<file path="config.mk">
export PLATFORM = sky130hd
export DESIGN_NAME = accel_route_fabric
export DESIGN_NICKNAME = d
export VERILOG_FILES = /design/src/rtl/accel_route_fabric.sv
export SDC_FILE = /design/constraint.sdc
export NUM_CORES = 2
export LEC_CHECK = 0
export BUFFER_PORTS_ARGS = -buffer_cell sky130_fd_sc_hd__buf_2
export CAP_MARGIN = 10
export CORE_UTILIZATION = 50
export CTS_CLUSTER_DIAMETER = 120
export DETAILED_ROUTE_END_ITERATION = 16
export GPL_TIMING_DRIVEN = 0
export PLACE_DENSITY = 0.66
export SYNTH_ARGS = -nofsm -noshare
export SYNTH_HDL_FRONTEND = slang
export SYNTH_SLANG_ARGS = --single-unit
export TNS_END_PERCENT = 1
</file>
<file path="constraint.sdc">
create_clock -name clk -period 5.7 [get_ports clk]
set_input_delay 0.285 -clock clk [delete_from_list [all_inputs] [get_ports clk]]
set_output_delay 0.285 -clock clk [all_outputs]
set_load 0.03 [all_outputs]
</file>
<file path="src/rtl/accel_route_fabric.sv">
module accel_route_fabric #(
  parameter int DW = 16,
  parameter int NELEM = 64,
  parameter int NF = 2,
  localparam int AW = $clog2(NELEM),
  localparam int SW = $clog2(NF + 2),
  localparam int CFGW = (NF + 1) * SW
) (
  input  logic            clk,
  input  logic            rst_n,
  input  logic            reg_wr,
  input  logic            reg_sel,
  input  logic [CFGW-1:0] reg_wdata,
  input  logic            in_wr,
  input  logic [AW-1:0]   in_addr,
  input  logic [DW-1:0]   in_wdata,
  input  logic [AW-1:0]   out_addr,
  output logic [DW-1:0]   out_rdata,
  output logic            busy,
  output logic            done_tgl,
  output logic [NF-1:0]   fx_valid,
  output logic [NF*DW-1:0] fx_data,
  output logic [NF*AW-1:0] fx_addr,
  input  logic [NF-1:0]   fx_stall,
  input  logic [NF-1:0]   fr_valid,
  input  logic [NF*DW-1:0] fr_data,
  input  logic [NF*AW-1:0] fr_addr,
  output logic [NF-1:0]   fr_stall
);
  localparam logic [AW:0] NCNT = (AW + 1)'(NELEM);

  logic [DW-1:0]   ibuf [NELEM];
  logic [DW-1:0]   obuf [NELEM];
  logic [CFGW-1:0] cfg_q;
  logic [AW:0]     rd_ptr, wr_cnt;
  logic            busy_q, done_q;

  logic            pv [NF+1];
  logic [DW-1:0]   pd [NF+1];
  logic [AW-1:0]   pa [NF+1];
  logic [NF:0]     ps;

  logic            sink_v;
  logic [DW-1:0]   sink_d;
  logic [AW-1:0]   sink_a;
  logic            sink_fire;

  assign busy      = busy_q;
  assign done_tgl  = done_q;
  assign out_rdata = obuf[out_addr];

  assign pv[0] = busy_q && (rd_ptr < NCNT);
  assign pd[0] = ibuf[rd_ptr[AW-1:0]];
  assign pa[0] = rd_ptr[AW-1:0];

  for (genvar k = 0; k < NF; k++) begin : g_prod
    assign pv[k+1]     = fr_valid[k];
    assign pd[k+1]     = fr_data[k*DW +: DW];
    assign pa[k+1]     = fr_addr[k*AW +: AW];
    assign fr_stall[k] = ps[k+1];
  end

  always_comb begin
    int idx;
    ps       = '0;
    fx_valid = '0;
    fx_data  = '0;
    fx_addr  = '0;
    sink_v   = 1'b0;
    sink_d   = '0;
    sink_a   = '0;
    for (int k = 0; k < NF; k++) begin
      idx = int'(cfg_q[k*SW +: SW]) - 1;
      if (idx >= 0 && idx <= NF) begin
        fx_valid[k]          = busy_q && pv[idx];
        fx_data[k*DW +: DW]  = pd[idx];
        fx_addr[k*AW +: AW]  = pa[idx];
        ps[idx]              = ps[idx] | fx_stall[k];
      end
    end
    idx = int'(cfg_q[NF*SW +: SW]) - 1;
    if (idx >= 0 && idx <= NF) begin
      sink_v = pv[idx];
      sink_d = pd[idx];
      sink_a = pa[idx];
    end
  end

  assign sink_fire = busy_q && sink_v;

  always_ff @(posedge clk) begin
    if (!rst_n) begin
      busy_q <= 1'b0;
      done_q <= 1'b0;
      rd_ptr <= '0;
      wr_cnt <= '0;
      cfg_q  <= '0;
    end else begin
      if (reg_wr && !busy_q) begin
        if (reg_sel) begin
          busy_q <= 1'b1;
          rd_ptr <= '0;
          wr_cnt <= '0;
        end else begin
          cfg_q <= reg_wdata;
        end
      end
      if (pv[0] && !ps[0]) rd_ptr <= rd_ptr + 1'b1;
      if (sink_fire) begin
        wr_cnt <= wr_cnt + 1'b1;
        if (wr_cnt == NCNT - 1'b1) begin
          busy_q <= 1'b0;
          done_q <= ~done_q;
        end
      end
    end
  end

  always_ff @(posedge clk) begin
    if (in_wr) ibuf[in_addr] <= in_wdata;
    if (sink_fire) obuf[sink_a] <= sink_d;
  end


  idle_quiet_chk: assert property (@(posedge clk) disable iff (!rst_n)
    !busy_q |-> (fx_valid == '0));


  done_edge_chk: assert property (@(posedge clk) disable iff (!rst_n)
    (done_q != $past(done_q)) |-> ($past(busy_q) && !busy_q && $past(wr_cnt) == NCNT - 1'b1));


  wr_bound_chk: assert property (@(posedge clk) disable iff (!rst_n)
    (wr_cnt <= NCNT) && (rd_ptr <= NCNT));


  cfg_hold_chk: assert property (@(posedge clk) disable iff (!rst_n)
    (busy_q && $past(busy_q)) |-> $stable(cfg_q));


  no_rewind_chk: assert property (@(posedge clk) disable iff (!rst_n)
    (busy_q && $past(busy_q)) |-> (rd_ptr >= $past(rd_ptr) && wr_cnt >= $past(wr_cnt)));
endmodule

</file>
==> results_dict.tcl <==
set metrics [dict create \
    antenna_found_initial 33 \
    seq_area_frac_synth_pct 75.84 \
    crit_fanout 10 \
    grt_pass1_wl_um 312800 \
    timing.final.crit_period_ns 5.730 \
    synth_nets 3880 \
    yosys_warnings 0 \
    clk_latency_ns 0.85 \
    wl_um 224900 \
    worstPathRequired_ns 5.41 \
    num_vias 42490 \
    worst_slew_pin_slew_ns 1.316 \
    cts_sinks 2076 \
    yosysUniqueCellTypes 51 \
    area_growth_pct 16.48 \
    post-route-util_pct 58.62 \
    place_ws_ns 0.3646 \
    ant_nets 0 \
    clock-root-buffer "clkbuf_16" \
    htree_levels 4 \
    netlist_top_cells_area "edfxtp_1, mux4_2, mux2i_1" \
    outcome "complete, but fails checks" \
    max_cap_viol_count 0 \
    grt_max_degree 65 \
    via_per_inst 6.385 \
    place_hpwl_um 154900 \
    layout-drive-gt1-share_pct 31.86 \
    worstSetupPathType "register to primary output" \
    clkSlewWorstSetupHoldPaths_ns 0.06 \
    cp-end-kind "primary output" \
    drv_slew 0 \
    die_w_um 406.5 \
    wire_per_inst_um 33.80 \
    async_flop_share_pct 0 \
    synth.top_cell.area_share_pct 75.16 \
    synth_edf_count 2048 \
    rsz0062_at_grt "true" \
    place_congestion 0.9405 \
    netlist_top_cells_count "edfxtp_1, mux4_2, nor2_1" \
    setup_slack_ns -0.03003 \
    hp-class "input port to register" \
    reg2reg_depth 12 \
    p_leak_nw 30.49 \
    cp.depth 9 \
    slowest_stage "clkbuf_1" \
    start_util_pct 50.33 \
    powerDensity_nw_per_um2 333.2 \
    die_y_um 406.5 \
    drt_iter0_drc 6391 \
    tritoncts "yes" \
    avgSynthCellArea_um2 21.64 \
    power.total_mw 31.76 \
    cp.arrival_ns 5.45 \
    synthesis.area_um2 81820 \
    dieArea_um2 165300 \
    cts_buffers 203 \
    startpoint_type "register" \
    grt_overflow 0 \
    path_delay_family "buffers and inverters" \
    hold_violations 0 \
    max_slew_margin_pct 12.24 \
    slowest_delay_ns 0.82 \
    final-setup-viol-count 2 \
    n_fill_cell 11610 \
    fin_area_um2 95310 \
    synth_cells 3781 \
    rows 148 \
    period_share_pct 100.5 \
    cp.buffers_inverters 4 \
    cts_buffer_depth 3 \
    grt_pass1_vias 41100 \
    critical_path.endpoint "fx_data[4]" \
    numPortBuffers 142 \
    timing.fmax_ghz 0.1745 \
    clock-skew-final_ns 0.05159 \
    ys_ff_latch 2076 \
    grtUsageTotal_pct 27.45 \
    path_cells "buf_2 -> clkbuf_1 -> clkbuf_1 -> mux4_2 -> mux2i_1 -> a2bb2oi_1 -> a32o_1 -> o21a_1 -> buf_2" \
    nets 4399 \
    yosys.area.top_type "edfxtp_1" \
    place_area_um2 88240 \
    io_pins 153 \
    ys.flop_type "edfxtp_1" \
    drcViolationCount 0 \
    drt_first_pass_iters 6 \
    setup_tns_ns -0.05888 \
    worst_r2r_endpoint "obuf[58][2]" \
    ff2ff_setup_slack_ns 0.19 \
    violations "negative setup slack" \
    synth_most_common_cell "edfxtp_1" \
    core-area_um2 162600 \
    ir_worst_vdd_uv 365.1 \
    rr_startpoint "cfg_q[4]" \
]
## worst min path at each step
| stage | from | end | slack, ns | cells past startpoint |
|---|---|---|---|---|
| global placement | wr_cnt[1] | wr_cnt[1] | 0.49 | 2 |
| global route | in_wdata[1] | ibuf[25][1] | 0.02 | 1 |
| detailed placement | wr_cnt[4] | wr_cnt[4] | 0.50 | 2 |
| CTS | fr_data[4] | obuf[31][4] | 0.02 | 4 |
| finish | in_wdata[1] | ibuf[25][1] | 0.03 | 1 |
| floorplan | in_wdata[0] | ibuf[0][0] | 0.38 | 0 |
## cell type report
cell class              count  area (µm²)  share of cell area [%]
diodes                      9       22.52                 0.02363
plain buffers             217       987.2                   1.036
flip-flops and latches   2076       62060                   65.11
clock inverters           135        1344                   1.410
multi-input cells        1462       19040                   19.98
clock buffers             240        5261                   5.520
repair buffers            314        3779                   3.964
well taps                2175        2721                   2.855
inverters                  26       97.59                  0.1024
## kinds of logic after synthesis
logic type / synth area share [%]
buf+inv: 1.320
compound gates: 2.569
flops: 75.84
fa+ha+maj: 0.1835
xor+xnor: 0.03212
simple gates: 2.130
mux: 17.92
## flip-flops by register name, indices dropped and copies added (netlist names), named ones only
signal    cells
ibuf       1024
rd_ptr        7
wr_cnt        7
done_tgl      1
cfg_q         6
busy          1
obuf       1024
## power breakdown
group	internal [mW]	switching, mW
Combinational	0.598	1.04
Sequential	16.7	0.0156
Clock	7.56	5.79
Total	24.9	6.85
## stage by stage
| step | instances | hold WS (ns) |
|---|---|---|
| after CTS | 6625 | 0.01604 |
| after floorplan | 3781 | 0.3839 |
| after global routing | 6646 | 0.01718 |
| after global placement | 6098 | 0.4889 |
| final | 6654 | 0.02919 |
| after detailed placement | 6237 | 0.4980 |
## worst reg2reg max path, delay by kind of cell (launching register included)
family / cells / cell delay [ns]
buffers and inverters: 6 / 1.67
AO/OA/AOI/OAI: 1 / 0.80
multiplexers: 1 / 0.14
adder cells (fa/ha/maj): 1 / 0.35
AND/OR/NAND/NOR: 3 / 1.96
flip-flops: 1 / 0.31
## placed cells by master, fill, tap and decap left out, types with 26 or more instances in the layout
cell       netlist  final
edfxtp_1      2048   2048
mux4_2         611    611
clkbuf_16        0    205
buf_2           53    197
clkbuf_1       120    152
nor2_2           0    128
o21ai_0        108    108
a21oi_1        106    106
nand2_1         97     97
mux2i_1         79     79
buf_8            0     79
nor2_1         202     73
clkinv_1         1     54
buf_16           0     39
clkinv_2         0     37
nor2b_1         34     34
o21a_1          48     33
dfxtp_1         28     28
buf_12           0     27
buf_1           27     26
## metal layers
metal,global-route usage (%),wire [µm],vias to the layer above
met2,41.01,103200,2580
met1,39.59,87110,22540
li1,-,-,16970
met3,8.226,28730,375
met4,7.479,5761,22
met5,0,139,-
## repair_timing
item | CTS | global route
hold endpoints to repair | 14 | 144
buffers inserted | 0 | 0
gates resized for setup | 2 | 3
hold buffers | 13 | 8
endpoints found under the setup margin | 1 | 34
No activity file was read; power rests on OpenSTA's default activity.
